$ cat config.mk
export PLATFORM = sky130hd
export DESIGN_NAME = vf_search_ctrl
export DESIGN_NICKNAME = d
export VERILOG_FILES = /design/src/rtl/vfs_pkg.sv /design/src/rtl/vfs_freq_rom.sv /design/src/rtl/vfs_spi_tx.sv /design/src/rtl/vfs_datapath.sv /design/src/rtl/vfs_ctrl.sv /design/src/rtl/vf_search_ctrl.sv
export SDC_FILE = /design/constraint.sdc
export NUM_CORES = 1
export LEC_CHECK = 0
export BUFFER_PORTS_ARGS = -buffer_cell sky130_fd_sc_hd__buf_4
export CORE_ASPECT_RATIO = 0.5
export CORE_MARGIN = 3
export CORE_UTILIZATION = 56
export DETAILED_ROUTE_END_ITERATION = 16
export GPL_TIMING_DRIVEN = 0
export PLACE_DENSITY = 0.76
export SLEW_MARGIN = 10
export SYNTH_ARGS = -nofsm -noshare
export SYNTH_HDL_FRONTEND = slang
export SYNTH_HIERARCHICAL = 1
export SYNTH_SLANG_ARGS = --single-unit
$ cat constraint.sdc
create_clock -name clk -period 4.45 [get_ports clk]
set_input_delay 0.2225 -clock clk [delete_from_list [all_inputs] [get_ports clk]]
set_output_delay 0.2225 -clock clk [all_outputs]
set_load 0.03 [all_outputs]
$ cat src/rtl/vfs_pkg.sv
package vfs_pkg;

  typedef enum logic [2:0] {
    ST_IDLE,
    ST_SET_VOLT,
    ST_WAIT_SETTLE,
    ST_WRITE_CFG,
    ST_WAIT_LOCK,
    ST_OBSERVE,
    ST_STEP_UP,
    ST_HOLD
  } ctrlState_e;

  // strobes from control to datapath
  typedef struct packed {
    logic voltLoad;
    logic voltStep;
    logic cfgWrite;
    logic idxInc;
    logic idxDec;
    logic timerClr;
    logic clkRunSet;
    logic clkRunClr;
  } ctrlStrobe_t;

  // conditions reported by the datapath
  typedef struct packed {
    logic targetHit;
    logic reqHigher;
    logic settleDone;
    logic cfgDone;
    logic lockReady;
    logic obsDone;
    logic idxAtTop;
    logic idxAtZero;
  } dpStatus_t;

endpackage

$ cat src/rtl/vfs_freq_rom.sv
module vfs_freq_rom #(
  parameter int TBL_LEN   = 16,
  parameter int IDX_W     = $clog2(TBL_LEN),
  parameter int CFG_W     = 8,
  parameter int MUL_FIRST = 2,
  parameter int DIV_FIX   = 8
) (
  input  logic [IDX_W-1:0] idx,
  output logic [CFG_W-1:0] mult,
  output logic [CFG_W-1:0] div
);

  // constant table: one multiplier step per entry keeps neighbouring periods close
  logic [CFG_W-1:0] multTbl [TBL_LEN];

  for (genvar i = 0; i < TBL_LEN; i++) begin : g_entry
    assign multTbl[i] = CFG_W'(MUL_FIRST + i);
  end

  assign mult = multTbl[idx];
  assign div  = CFG_W'(DIV_FIX);

endmodule

$ cat src/rtl/vfs_spi_tx.sv
module vfs_spi_tx #(
  parameter int FRAME_W   = 16,
  parameter int SCLK_HALF = 2
) (
  input  logic               clk,
  input  logic               rst_n,
  input  logic               start,
  input  logic [FRAME_W-1:0] frame,
  output logic               busy,
  output logic               sclk,
  output logic               mosi,
  output logic               csN
);

  localparam int HALF_W = $clog2(SCLK_HALF + 1);
  localparam int BIT_W  = $clog2(FRAME_W);

  logic [FRAME_W-1:0] shiftReg;
  logic [HALF_W-1:0]  divCnt;
  logic [BIT_W-1:0]   bitCnt;

  always_ff @(posedge clk or negedge rst_n) begin
    if (!rst_n) begin
      shiftReg <= '0;
      divCnt   <= '0;
      bitCnt   <= '0;
      sclk     <= 1'b0;
      csN      <= 1'b1;
      busy     <= 1'b0;
    end else if (!busy) begin
      if (start) begin
        shiftReg <= frame;
        busy     <= 1'b1;
        csN      <= 1'b0;
        divCnt   <= '0;
        bitCnt   <= '0;
        sclk     <= 1'b0;
      end
    end else if (divCnt == HALF_W'(SCLK_HALF - 1)) begin
      divCnt <= '0;
      if (!sclk) begin
        sclk <= 1'b1;
      end else begin
        sclk <= 1'b0;
        if (bitCnt == BIT_W'(FRAME_W - 1)) begin
          busy <= 1'b0;
          csN  <= 1'b1;
        end else begin
          bitCnt   <= bitCnt + BIT_W'(1);
          shiftReg <= {shiftReg[FRAME_W-2:0], 1'b0};
        end
      end
    end else begin
      divCnt <= divCnt + HALF_W'(1);
    end
  end

  assign mosi = shiftReg[FRAME_W-1];

  // the serial clock idles low whenever the device is deselected
  p_sclk_idle_r3: assert property (@(posedge clk) disable iff (!rst_n)
    csN |-> !sclk);

  // chip select does not return high until all bits of the frame have been shifted out
  p_cs_whole_frame_r3: assert property (@(posedge clk) disable iff (!rst_n)
    (!csN && bitCnt != BIT_W'(FRAME_W - 1)) |=> !csN);

endmodule

$ cat src/rtl/vfs_datapath.sv
module vfs_datapath
  import vfs_pkg::*;
#(
  parameter int CODE_W     = 8,
  parameter int CODE_LIMIT = 200,
  parameter int RESET_CODE = 0,
  parameter int SPI_CMD    = 8'h05,
  parameter int SCLK_HALF  = 2,
  parameter int SETTLE_CYC = 4,
  parameter int LOCK_BLANK = 2,
  parameter int TBL_LEN    = 16,
  parameter int MUL_FIRST  = 2,
  parameter int DIV_FIX    = 8,
  parameter int CFG_W      = 8,
  parameter int OBS_W      = 16
) (
  input  logic              clk,
  input  logic              rst_n,
  input  ctrlStrobe_t       s,
  output dpStatus_t         st,
  input  logic [CODE_W-1:0] voltReq,
  input  logic [OBS_W-1:0]  obsLen,
  input  logic              synthLocked,
  output logic              cfgWe,
  output logic              cfgAddr,
  output logic [CFG_W-1:0]  cfgWdata,
  output logic              userClkEn,
  output logic              spiCsN,
  output logic              spiSclk,
  output logic              spiMosi
);

  localparam int IDX_W   = $clog2(TBL_LEN);
  localparam int FRAME_W = 8 + CODE_W;
  localparam int TMR_W   = OBS_W;

  logic [CODE_W-1:0] curCode, tgtCode, reqClamped, nextCode;
  logic [IDX_W-1:0]  idx;
  logic              cfgPhase;
  logic [TMR_W-1:0]  timer;
  logic              clkRun;
  logic              spiBusy;
  logic [CFG_W-1:0]  romMult, romDiv;

  // ---------------- supply code ----------------
  assign reqClamped = (voltReq > CODE_W'(CODE_LIMIT)) ? CODE_W'(CODE_LIMIT) : voltReq;
  assign nextCode   = (tgtCode > curCode) ? curCode + CODE_W'(1) : curCode - CODE_W'(1);

  always_ff @(posedge clk or negedge rst_n) begin
    if (!rst_n) begin
      curCode <= CODE_W'(RESET_CODE);
      tgtCode <= CODE_W'(RESET_CODE);
    end else begin
      if (s.voltLoad) tgtCode <= reqClamped;
      if (s.voltStep) curCode <= nextCode;
    end
  end

  vfs_spi_tx #(
    .FRAME_W  (FRAME_W),
    .SCLK_HALF(SCLK_HALF)
  ) u_spi (
    .clk  (clk),
    .rst_n(rst_n),
    .start(s.voltStep),
    .frame({8'(SPI_CMD), nextCode}),
    .busy (spiBusy),
    .sclk (spiSclk),
    .mosi (spiMosi),
    .csN  (spiCsN)
  );

  // ---------------- table index and setting port ----------------
  always_ff @(posedge clk or negedge rst_n) begin
    if (!rst_n) begin
      idx      <= '0;
      cfgPhase <= 1'b0;
    end else begin
      if (s.idxInc)        idx <= idx + IDX_W'(1);
      else if (s.idxDec)   idx <= idx - IDX_W'(1);
      if (s.cfgWrite)      cfgPhase <= ~cfgPhase;
    end
  end

  vfs_freq_rom #(
    .TBL_LEN  (TBL_LEN),
    .IDX_W    (IDX_W),
    .CFG_W    (CFG_W),
    .MUL_FIRST(MUL_FIRST),
    .DIV_FIX  (DIV_FIX)
  ) u_rom (
    .idx (idx),
    .mult(romMult),
    .div (romDiv)
  );

  assign cfgWe    = s.cfgWrite;
  assign cfgAddr  = cfgPhase;
  assign cfgWdata = cfgPhase ? romDiv : romMult;

  // ---------------- shared timer (settle, lock blanking, window) ----------------
  always_ff @(posedge clk or negedge rst_n) begin
    if (!rst_n) begin
      timer <= '0;
    end else if (s.timerClr || spiBusy) begin
      timer <= '0;
    end else if (timer != '1) begin
      timer <= timer + TMR_W'(1);
    end
  end

  // ---------------- user clock enable ----------------
  always_ff @(posedge clk or negedge rst_n) begin
    if (!rst_n)            clkRun <= 1'b0;
    else if (s.clkRunClr)  clkRun <= 1'b0;
    else if (s.clkRunSet)  clkRun <= 1'b1;
  end

  assign userClkEn = clkRun;

  // ---------------- status ----------------
  always_comb begin
    st            = '0;
    st.targetHit  = (curCode == tgtCode);
    st.reqHigher  = (reqClamped < curCode);
    st.settleDone = !spiBusy && (timer >= TMR_W'(SETTLE_CYC));
    st.cfgDone    = cfgPhase;
    st.lockReady  = synthLocked && (timer >= TMR_W'(LOCK_BLANK));
    st.obsDone    = ({1'b0, timer} + (OBS_W+1)'(1)) >= {1'b0, obsLen};
    st.idxAtTop   = (idx == IDX_W'(TBL_LEN - 1));
    st.idxAtZero  = (idx == '0);
  end

  // the applied code never exceeds the minimum-supply limit
  p_code_limit_r2: assert property (@(posedge clk) disable iff (!rst_n)
    curCode <= CODE_W'(CODE_LIMIT));

  // the applied code moves by one per update
  p_code_unit_step_r3: assert property (@(posedge clk) disable iff (!rst_n)
    !$stable(curCode) |-> (curCode == $past(curCode) + CODE_W'(1) ||
                           curCode == $past(curCode) - CODE_W'(1)));

  // the code changes only when a frame carrying it starts
  p_code_with_frame_r3: assert property (@(posedge clk) disable iff (!rst_n)
    !$stable(curCode) |-> $fell(spiCsN));

  // table walk never skips entries
  p_idx_unit_step_r7: assert property (@(posedge clk) disable iff (!rst_n)
    !$stable(idx) |-> (idx == $past(idx) + IDX_W'(1) || idx == $past(idx) - IDX_W'(1)));

  // user logic is stalled while a setting is written
  p_gate_on_write_r6: assert property (@(posedge clk) disable iff (!rst_n)
    cfgWe |-> !userClkEn);

  // a running user clock always comes from a locked synthesizer
  p_run_needs_lock_r6: assert property (@(posedge clk) disable iff (!rst_n)
    userClkEn |-> synthLocked);

  // multiplier write is followed at once by the divider write
  p_pair_write_r5: assert property (@(posedge clk) disable iff (!rst_n)
    (cfgWe && !cfgAddr) |=> (cfgWe && cfgAddr));

endmodule

$ cat src/rtl/vfs_ctrl.sv
module vfs_ctrl
  import vfs_pkg::*;
(
  input  logic        clk,
  input  logic        rst_n,
  input  logic        voltReqValid,
  input  logic        violation,
  input  dpStatus_t   st,
  output ctrlStrobe_t s
);

  ctrlState_e state, nxt;
  logic       resume;   // request arrived while holding
  logic       fired;    // detectors fired at the entry above the held one

  always_comb begin
    nxt = state;
    s   = '0;
    unique case (state)
      ST_IDLE: begin
        if (voltReqValid) begin
          s.voltLoad = 1'b1;
          nxt        = ST_SET_VOLT;
        end
      end
      ST_HOLD: begin
        if (voltReqValid && st.reqHigher) begin
          s.voltLoad = 1'b1;
          nxt        = ST_SET_VOLT;
        end
      end
      ST_SET_VOLT: begin
        if (!st.targetHit) begin
          s.voltStep = 1'b1;
          nxt        = ST_WAIT_SETTLE;
        end else if (!resume) begin
          nxt = ST_WRITE_CFG;
        end else if (fired) begin
          s.timerClr = 1'b1;
          nxt        = ST_OBSERVE;
        end else begin
          nxt = ST_HOLD;
        end
      end
      ST_WAIT_SETTLE: begin
        if (st.settleDone) nxt = ST_SET_VOLT;
      end
      ST_WRITE_CFG: begin
        s.cfgWrite = 1'b1;
        if (st.cfgDone) begin
          s.timerClr = 1'b1;
          nxt        = ST_WAIT_LOCK;
        end
      end
      ST_WAIT_LOCK: begin
        if (st.lockReady) begin
          s.clkRunSet = 1'b1;
          s.timerClr  = 1'b1;
          nxt         = fired ? ST_HOLD : ST_OBSERVE;
        end
      end
      ST_OBSERVE: begin
        if (violation) begin
          if (!st.idxAtZero) begin
            s.idxDec = 1'b1;
            nxt      = ST_WRITE_CFG;
          end else begin
            nxt = ST_HOLD;
          end
        end else if (st.obsDone) begin
          nxt = st.idxAtTop ? ST_HOLD : ST_STEP_UP;
        end
      end
      ST_STEP_UP: begin
        s.idxInc = 1'b1;
        nxt      = ST_WRITE_CFG;
      end
      default: nxt = ST_IDLE;
    endcase
    s.clkRunClr = (nxt == ST_WRITE_CFG) && (state != ST_WRITE_CFG);
  end

  always_ff @(posedge clk or negedge rst_n) begin
    if (!rst_n) begin
      state  <= ST_IDLE;
      resume <= 1'b0;
      fired  <= 1'b0;
    end else begin
      state <= nxt;
      if (state == ST_IDLE && voltReqValid)               resume <= 1'b0;
      else if (state == ST_HOLD && s.voltLoad)            resume <= 1'b1;
      if (state == ST_OBSERVE && violation)               fired <= 1'b1;
      else if (state == ST_SET_VOLT && nxt == ST_OBSERVE) fired <= 1'b0;
    end
  end

  // holding never writes a setting unless a higher supply was requested first
  p_hold_no_write_r9: assert property (@(posedge clk) disable iff (!rst_n)
    (state == ST_HOLD && !(voltReqValid && st.reqHigher)) |=> !s.cfgWrite);

  // a violation away from entry 0 leads straight to a setting write
  p_backoff_r8: assert property (@(posedge clk) disable iff (!rst_n)
    (state == ST_OBSERVE && violation && !st.idxAtZero) |=> s.cfgWrite);

  // after a firing, a completed supply raise re-enters the detector window
  p_resume_r10: assert property (@(posedge clk) disable iff (!rst_n)
    (state == ST_SET_VOLT && st.targetHit && resume && fired) |=> state == ST_OBSERVE);

endmodule

$ cat src/rtl/vf_search_ctrl.sv
module vf_search_ctrl
  import vfs_pkg::*;
#(
  parameter int CODE_W     = 8,
  parameter int CODE_LIMIT = 200,
  parameter int RESET_CODE = 0,
  parameter int SPI_CMD    = 8'h05,
  parameter int SCLK_HALF  = 2,
  parameter int SETTLE_CYC = 4,
  parameter int LOCK_BLANK = 2,
  parameter int TBL_LEN    = 16,
  parameter int MUL_FIRST  = 2,
  parameter int DIV_FIX    = 8,
  parameter int CFG_W      = 8,
  parameter int OBS_W      = 16
) (
  input  logic              clk,
  input  logic              rst_n,
  input  logic              voltReqValid,
  input  logic [CODE_W-1:0] voltReq,
  input  logic [OBS_W-1:0]  obsLen,
  input  logic              violation,
  input  logic              synthLocked,
  output logic              cfgWe,
  output logic              cfgAddr,
  output logic [CFG_W-1:0]  cfgWdata,
  output logic              userClkEn,
  output logic              spiCsN,
  output logic              spiSclk,
  output logic              spiMosi
);

  ctrlStrobe_t strobe;
  dpStatus_t   status;

  vfs_ctrl u_ctrl (
    .clk         (clk),
    .rst_n       (rst_n),
    .voltReqValid(voltReqValid),
    .violation   (violation),
    .st          (status),
    .s           (strobe)
  );

  vfs_datapath #(
    .CODE_W    (CODE_W),
    .CODE_LIMIT(CODE_LIMIT),
    .RESET_CODE(RESET_CODE),
    .SPI_CMD   (SPI_CMD),
    .SCLK_HALF (SCLK_HALF),
    .SETTLE_CYC(SETTLE_CYC),
    .LOCK_BLANK(LOCK_BLANK),
    .TBL_LEN   (TBL_LEN),
    .MUL_FIRST (MUL_FIRST),
    .DIV_FIX   (DIV_FIX),
    .CFG_W     (CFG_W),
    .OBS_W     (OBS_W)
  ) u_dp (
    .clk        (clk),
    .rst_n      (rst_n),
    .s          (strobe),
    .st         (status),
    .voltReq    (voltReq),
    .obsLen     (obsLen),
    .synthLocked(synthLocked),
    .cfgWe      (cfgWe),
    .cfgAddr    (cfgAddr),
    .cfgWdata   (cfgWdata),
    .userClkEn  (userClkEn),
    .spiCsN     (spiCsN),
    .spiSclk    (spiSclk),
    .spiMosi    (spiMosi)
  );

endmodule

* Yosys cells after proc, flatten, opt, wreduce, memory -nomap -nowiden
Memories as Yosys holds them, arrays and structs flattened.
Cells that the tools add are included.
W data, S select, Z words.
** Storage, ports and cells
- Register bits after elaboration :: 68
- Bits in read-only memories :: 128
- Bits of input ports :: 29
- Output and inout bits :: 14
- Word-level logic and storage cells :: 145
- Memories kept :: 1
** Operators by class
- $add $sub $neg :: 8
- $lt $le $gt $ge :: 7
- Eq/ne operators :: 19
- Muxes and demuxes :: 72
- Bitwise logic cells :: 2
- Reduce and logical (&&, ||, !) cells :: 21
** Memory list
- (no name shown) :: words 16, bits a word 8, read ports 1, clocked after memory_dff 0, wr ports 0, line vfs_freq_rom.sv:20 : assign mult = multTbl[idx];
** Operators by type and width (number)
- $mux W16 :: 7
- $mux W8 :: 5
- $mux W1 :: 34
- $mux W3 :: 10
- $mux W4 :: 7
- $pmux W3 S8 :: 1
- $add A16 B1 Y17 const B :: 1
- $ge A17 B16 Y1 :: 1
- $add A16 B1 Y16 const B :: 1
- $ge A16 B2 Y1 const B :: 1
- $ge A16 B3 Y1 const B :: 1
- $ne A16 B16 Y1 const B :: 1
- $eq A3 B3 Y1 const B :: 5
- $mux W2 :: 6
- $reduce_bool A2 Y1 :: 6
- $eq A3 B2 Y1 const B :: 3
- $add A4 B1 Y4 const B :: 2
- $add A8 B1 Y8 const B :: 1
- $eq A4 B4 Y1 const B :: 2
- $eq A8 B8 Y1 :: 1
- $gt A8 B8 Y1 :: 1
- $gt A8 B8 Y1 const B :: 1
- $logic_and A1 B1 Y1 :: 8
- $lt A8 B8 Y1 :: 1
- 19 further kinds :: 22

* Depth between registers and ports, before layout
Gate-level depths: netlist (run 1).
- Depth after elaboration :: 10
- Gate-level depth with buffers :: 18
- Depth with buffers taken out :: 18

* Hierarchy
The synthesis (run 1) kept the hierarchy.
** Modules (own cells, without submodules)
- vfs_datapath :: instances 1, cells an instance 333, area each 3041.7 um^2, seq. area each 950.9 um^2
- vfs_spi_tx :: instances 1, cells an instance 100, area each 1291.2 um^2, seq. area each 626.9 um^2
- vfs_ctrl :: instances 1, cells an instance 61, area each 478.0 um^2, seq. area each 125.1 um^2
- vfs_freq_rom :: instances 1, cells an instance 20, area each 142.6 um^2, seq. area each 0.0 um^2

* Least setup slack after synthesis (run 1)
Ideal clock, no wire load.
- Kind :: register -> register
- Start :: register u_dp.curCode[7]
- End :: register u_dp.u_spi.shiftReg[7]
- Library setup time :: 0.125 ns
- Arrival :: 3.170 ns
- Data required time :: 4.325 ns
- Slack :: 1.155 ns
- Cell stages (with the launch flop) :: 16
- Buffers on the path :: 0
- Clock period less this slack :: 3.295 ns
- Path through :: dfrtp_1 inv_1 ha_1 nand4_1 nor2_1 a211o_1 and2_1 ha_1 a21oi_1 o211ai_1 o41ai_2 and3_1 nor2_1 xnor2_1 mux2_2 mux2_4
** RTL lines
- start, declared :: line vfs_datapath.sv:37 : logic [CODE_W-1:0] curCode, tgtCode, reqClamped, nextCode;
- start signal, assigned :: line vfs_datapath.sv:51 : curCode <= CODE_W'(RESET_CODE);
- start signal, assigned :: line vfs_datapath.sv:55 : if (s.voltStep) curCode <= nextCode;
- end signal, assigned :: line vfs_spi_tx.sv:32 : shiftReg <= frame;
- end signal, assigned :: line vfs_spi_tx.sv:50 : shiftReg <= {shiftReg[FRAME_W-2:0], 1'b0};
- end, declared :: line vfs_spi_tx.sv:18 : logic [FRAME_W-1:0] shiftReg;

==> results of run 1 <==
-- synth_stat cells, drive strengths merged (4+ instances only) --
cell    number  share of area
xor2        11          0.019
nand3       13          0.014
a21oi       35          0.036
a21o         7          0.011
nor4         4         0.0051
mux2        48           0.11
clkbuf       7         0.0053
nand2       24          0.018
nor3         6         0.0061
and3        12          0.015
dfrtp       67           0.34
conb         4         0.0030
and4         4         0.0071
nor2b        6         0.0076
ha          44           0.11
nand4       12          0.018
o21ai       23          0.023
and2b        4         0.0071
inv         57          0.043
buf         26          0.037
nor2        30          0.023
xnor2       17          0.030
-- power groups by stage --
stage / clock, mW / combinational [mW] / sequential [mW]
floorplan: 0 / 1.84 / 1.04
global placement: 0 / 2.26 / 1.05
detailed placement: 0 / 2.32 / 1.06
CTS: 0.663 / 2.35 / 1.05
global route: 0.691 / 2.62 / 1.09
finish: 0.645 / 2.34 / 1.05
-- worst min path at each step --
| stage | startpoint | to | slack, ns | cells after the start |
|---|---|---|---|---|
| 2_1_floorplan | rst_n | u_ctrl/fired | -0.07 | 0 |
| 3_3_place_gp | rst_n | u_dp/u_spi/shiftReg[1] | 0.39 | 1 |
| 3_5_place_dp | rst_n | u_dp/u_spi/shiftReg[1] | 0.39 | 1 |
| 4_1_cts | rst_n | u_dp/u_spi/shiftReg[1] | 0.03 | 1 |
| 5_1_grt | rst_n | u_dp/u_spi/shiftReg[1] | 0.08 | 1 |
| 6_report | rst_n | u_dp/u_spi/shiftReg[2] | -0.02 | 1 |
-- cell type report --
type,count,area share
sequential,68,0.298
tap,112,0.0245
multi-input combinational,371,0.504
clock buffer,12,0.0431
inverter,57,0.0374
timing repair buffer,39,0.0512
buffer,33,0.0368
clock inverter,4,0.00438
-- cells by family after synthesis --
| group | after synthesis | synth area share |
|---|---|---|
| and+or+nand+nor | 131 | 0.150 |
| AOI/OAI and AO/OA | 99 | 0.135 |
| buffers and inverters | 90 | 0.0856 |
| DFF | 68 | 0.344 |
| muxes | 48 | 0.114 |
| adders and majority gates | 46 | 0.119 |
| xor gates and xnor gates | 28 | 0.0495 |
| other | 4 | 0.00303 |
-- registers in the layout (all words and copies together), names as in the netlist --
register / flops
u_dp/timer: 16
u_dp/u_spi/shiftReg: 16
u_dp/curCode: 8
u_dp/tgtCode: 8
u_dp/idx: 4
u_dp/u_spi/bitCnt: 4
u_ctrl/state: 3
u_dp/u_spi/divCnt: 2
u_ctrl/fired: 1
u_ctrl/resume: 1
u_dp/cfgAddr: 1
u_dp/u_spi/busy: 1
u_dp/u_spi/csN: 1
u_dp/u_spi/sclk: 1
u_dp/userClkEn: 1
-- per-stage QoR --
stage / cell area, um^2 / total power [mW] / std cells / utilization / hold WS (ns)
global placement: 5440 / 3.31 / 680 / 0.657 / 0.389
floorplan: 5010 / 2.88 / 529 / - / -0.0731
detailed placement: 5440 / 3.38 / 680 / 0.657 / 0.392
CTS: 5710 / 4.06 / 696 / 0.689 / 0.0299
global route: 5710 / 4.40 / 696 / 0.689 / 0.0762
finish: 5710 / 4.04 / 696 / 0.689 / -0.0220
-- routing by layer --
layer  vias to the layer above  share of wire  GRT usage
met5                         -              0          0
met4                         0          0.013     0.0564
met3                        14          0.044     0.0500
met2                        67           0.44      0.329
met1                      1761           0.50      0.274
li1                       1901              -          -
-- worst max-delay path, cell delays in order, from the launching register on --
cell and delay [ns]:
dfrtp_1 0.39, inv_1 0.08, ha_1 0.32, nand4_1 0.15, nor2_1 0.41, a211o_1 0.20
and2_1 0.31, ha_1 0.29, a21oi_1 0.20, o211ai_1 0.17, o41ai_2 0.26, and3_1 0.22
nor2_1 0.05, xnor2_1 0.14, mux2_2 0.27, mux2_4 0.26
==> impl_metrics.tcl, run 1 <==
set metrics [dict create \
    critPathRequiredTime_ns 4.67 \
    syn_area_per_cell_um2 9.64 \
    p_comb_frac 0.580 \
    p_seq_frac 0.261 \
    r2r_setup_slack_ns 0.61 \
    crit_path_end_kind "register" \
    violations "hold timing" \
    worst_pin_slew_ns 0.991 \
    antenna_found_initial 0 \
    synthDistinctLibCells 71 \
    syn_inst 514 \
    synth_edf_count 0 \
    cp-endpoint "u_dp/u_spi/shiftReg[7]" \
    wirelength_um 9560 \
    hold-worst-slack_ns -0.0220 \
    hold_path_class "input pin to async pin" \
    grt_overflow 0 \
    max_cap_violations 0 \
    outcome "complete, but fails checks" \
    cts_tree "done" \
    crit_type "register to register" \
    final.setup.worst_slack_ns 0.610 \
    cts_setup_buffers 0 \
    crit_fanout 7 \
    critical_path_arrival_ns 4.06 \
    syn_area_um2 4950 \
    grt_max_degree 69 \
    fp-row-count 23 \
    hold_buffers 0 \
    pwr-share-clk 0.160 \
    dr_total_vias 3743 \
    multi_input_area_um2 2880 \
    initial_utilization 0.598 \
    htreeDepth 3 \
    synth_seq_cells 68 \
    finalMaxSlewViolations 0 \
    reg2reg_to "u_dp/u_spi/shiftReg[7]" \
    drt_iter0_markers 201 \
    synth_ff_type "dfrtp_1" \
    grt_pass1_wl_um 16800 \
    cts.clk_slew.worst_paths_ns 0.05 \
    async_flop_share 1.00 \
    globalplace.congestion 0.886 \
    p_leak_nw 2.90 \
    cts_buffers 9 \
    detail-route-antenna-nets 0 \
    drive_gt1_frac 0.248 \
    clock_latency_ns 0.34 \
    gr-usage-all-layers 0.202 \
    fin_setup_tns_ns 0 \
    portBuffers 39 \
    fin_skew_ns 0.00583 \
    rsz0062_at_grt "false" \
    area_growth_pct 15.4 \
    crit_path_start_kind "register" \
    die_area_um2 10100 \
    power.density_nw_per_um2 707 \
    die_x_um 139 \
    nFillCells 658 \
    pre_cts_ws_ns 0.697 \
    core_um2 8290 \
    die_h_um 72.5 \
    drc 0 \
    setup_viol 0 \
    diodes 0 \
    fin_nets 654 \
    post-dp-hpwl_um 7110 \
    num_io_pins 43 \
    grt_pass1_vias 3645 \
    r2r_start "u_dp/curCode[7]" \
    vdd_drop_max_v 0.000455 \
    power_switching_mw 1.67 \
    layout_min_cycle_time_ns 3.84 \
    cts.sinks 68 \
    rr_worst_depth 15 \
    p_sw_frac 0.414 \
    clk_path_buf_depth 2 \
    slew_headroom 0.334 \
    final.period_utilization 0.863 \
    dr.pass1.iters 4 \
    wire_per_inst_um 13.7 \
    final_cell_mix "67 x dfrtp_1, 57 x inv_1, 55 x buf_4, 44 x ha_1, 41 x mux2_2" \
    max_freq_mhz 260 \
    yosysSeqAreaShare 0.344 \
    root_buffer "clkbuf_16" \
    crit_start "u_dp/curCode[7]" \
    seq_area_um2 1700 \
    ys_warn_count 6 \
    final-hold-violation-count 17 \
    layout_commonest_cell "dfrtp_1" \
    cts_repair_resize_count 0 \
    viasPerCell 5.38 \
    p_int_mw 2.37 \
]
Power figures use the tool's default switching activity.
==> run 2: changes to the inputs <==
--- a/config.mk
+++ b/config.mk
@@ -8,10 +8,9 @@
 export BUFFER_PORTS_ARGS = -buffer_cell sky130_fd_sc_hd__buf_4
 export CORE_ASPECT_RATIO = 0.5
 export CORE_MARGIN = 3
-export CORE_UTILIZATION = 56
+export CORE_UTILIZATION = 25
 export DETAILED_ROUTE_END_ITERATION = 16
 export GPL_TIMING_DRIVEN = 0
-export PLACE_DENSITY = 0.76
 export SLEW_MARGIN = 10
 export SYNTH_ARGS = -nofsm -noshare
 export SYNTH_HDL_FRONTEND = slang
==> run 2 against run 1 <==
Against the previous run: largest cell class unchanged; clock power grew 11%; critical path type unchanged; register-to-register slack about the same; combinational power is essentially flat; sequential share of layout area down 1.1 points; design area up 3.8%; global-route usage down 11 points; via count is 1.5% lower; clock skew fell by 0.00057 ns; power rose by 1.5%; non-clock buffer count stayed put; die area rose by 110%; the run now ends clean; first-iteration DRC count shrank 45%; largest power group unchanged.
==> impl_metrics.tcl, run 2 (synthesis results as in run 1) <==
set metrics [dict create \
    top_regs "u_dp/timer x16, u_dp/u_spi/shiftReg x16" \
    grt_pass1_wl_um 16700 \
    finalPower_mw 4.10 \
    slew_headroom 0.272 \
    final_area_um2 5930 \
    final.period_utilization 0.861 \
    final.setup.worst_slack_ns 0.617 \
    clock_latency_ns 0.33 \
    rsz0062_at_grt "false" \
    critPathRequiredTime_ns 4.66 \
    crit_path_end_kind "register" \
    finalMaxSlewViolations 0 \
    wire_per_inst_um 11.8 \
    htreeDepth 3 \
    antenna_found_initial 0 \
    pre_cts_ws_ns 0.656 \
    area_growth_pct 19.8 \
    num_io_pins 43 \
    die_area_um2 21600 \
    cts.sinks 68 \
    drc 0 \
    vdd_drop_max_v 0.000301 \
    post-dp-hpwl_um 7640 \
    cts_repair_resize_count 0 \
    place_area_um2 5630 \
    r2r_setup_slack_ns 0.62 \
    dr_total_vias 3685 \
    final-hold-violation-count 0 \
    gr-usage-all-layers 0.0946 \
    critical_path_arrival_ns 4.05 \
    grt_overflow 0 \
    slowest_delay_ns 0.39 \
    clk_path_buf_depth 2 \
    slowest_stage "dfrtp_1" \
    diodes 0 \
    crit_chain "inv_1, ha_1, nand4_1, nor2_1, a211o_1, and2_1, ha_1, a21oi_1, o211ai_1, o41ai_2, and3_1, nor2_1, xnor2_1, mux2_2, mux2_4" \
    initial_utilization 0.262 \
    hold-worst-slack_ns 0.0222 \
    power.density_nw_per_um2 692 \
    crit_path_start_kind "register" \
    hold_path_class "input pin to async pin" \
    globalplace.congestion 0.805 \
    layout_commonest_cell "dfrtp_1" \
    final_cell_mix "67 x dfrtp_1, 57 x inv_1, 55 x buf_4, 44 x ha_1, 41 x mux2_2" \
    core_um2 18900 \
    detail-route-antenna-nets 0 \
    grt_pass1_vias 3630 \
    p_leak_nw 2.92 \
    cts_tree "done" \
    fp-row-count 35 \
    drt_iter0_markers 110 \
    cts_setup_buffers 0 \
    die_h_um 106 \
    drive_gt1_frac 0.248 \
    setup_viol 0 \
    wirelength_um 9930 \
    dr.pass1.iters 4 \
    portBuffers 39 \
    max_freq_mhz 261 \
    hold_buffers 0 \
    worst_pin_slew_ns 1.08 \
    grt_max_degree 69 \
    viasPerCell 4.37 \
    fin_setup_tns_ns 0 \
    root_buffer "clkbuf_16" \
    layout_min_cycle_time_ns 3.83 \
    cts_buffers 9 \
    outcome "completed" \
    fin_skew_ns 0.00525 \
    die_x_um 205 \
    max_cap_violations 0 \
    fin_nets 654 \
    crit_type "register to register" \
    cts.clk_slew.worst_paths_ns 0.05 \
    crit_fanout 7 \
]
[run 2: cell count changes in the layout (fill, tap and decap cells not counted)]
cell / change
clkbuf_8: +1
bufinv_16: +1
clkinv_2: -2
[run 2: worst paths after layout]
path,start,to,depth (start not counted)
worst min-delay path,rst_n,u_dp/curCode[3],1
max in group asynchronous,rst_n,u_dp/idx[2],1
min in group clk,voltReq[6],u_dp/tgtCode[6],2
worst max-delay path,u_dp/curCode[7],u_dp/u_spi/shiftReg[7],15
worst max register to register,u_dp/curCode[7],u_dp/u_spi/shiftReg[7],15
worst min register to register,u_dp/u_spi/csN,u_dp/u_spi/csN,2
[run 2: report_power, final]
part           leakage [nW]  total, mW  switching [mW]  internal (mW)
registers             0.855       1.05           0.200          0.851
logic                  1.92       2.34            1.20           1.13
clock network         0.142      0.717           0.253          0.464
total                  2.92       4.10            1.66           2.45
[run 2: cell type report]
cell class	instances	area (um^2)
Clock inverter	3	45.0
Tap cell	259	324
Sequential cell	68	1700
Clock buffer	13	260
Inverter	57	214
Buffer	33	210
Fill cell	1956	13000
Timing Repair Buffer	39	293
Multi-Input combinational cell	371	2880
[run 2: through the flow]
| step | util | std cells |
|---|---|---|
| CTS | 0.314 | 843 |
| global placement | 0.297 | 827 |
| detailed placement | 0.297 | 827 |
| floorplan | - | 529 |
| finish | 0.314 | 843 |
| global route | 0.314 | 843 |
[run 2: routing by layer]
layer  vias up  part of all wire  track usage  wire, um
li1       1895                 -            -         -
met1      1716              0.48        0.116      4740
met2        58              0.46        0.159      4600
met3        16             0.039       0.0284       386
met4         0             0.020       0.0317       200
met5         -                 0            0         0
[run 2: critical path: cells and delay by family (launching register included)]
kind | cells | cell delay (ns)
fa+ha+maj | 2 | 0.62
xor+xnor | 1 | 0.14
mux | 2 | 0.52
simple gates | 5 | 1.11
buf+inv | 1 | 0.09
flops | 1 | 0.39
compound gates | 4 | 0.84
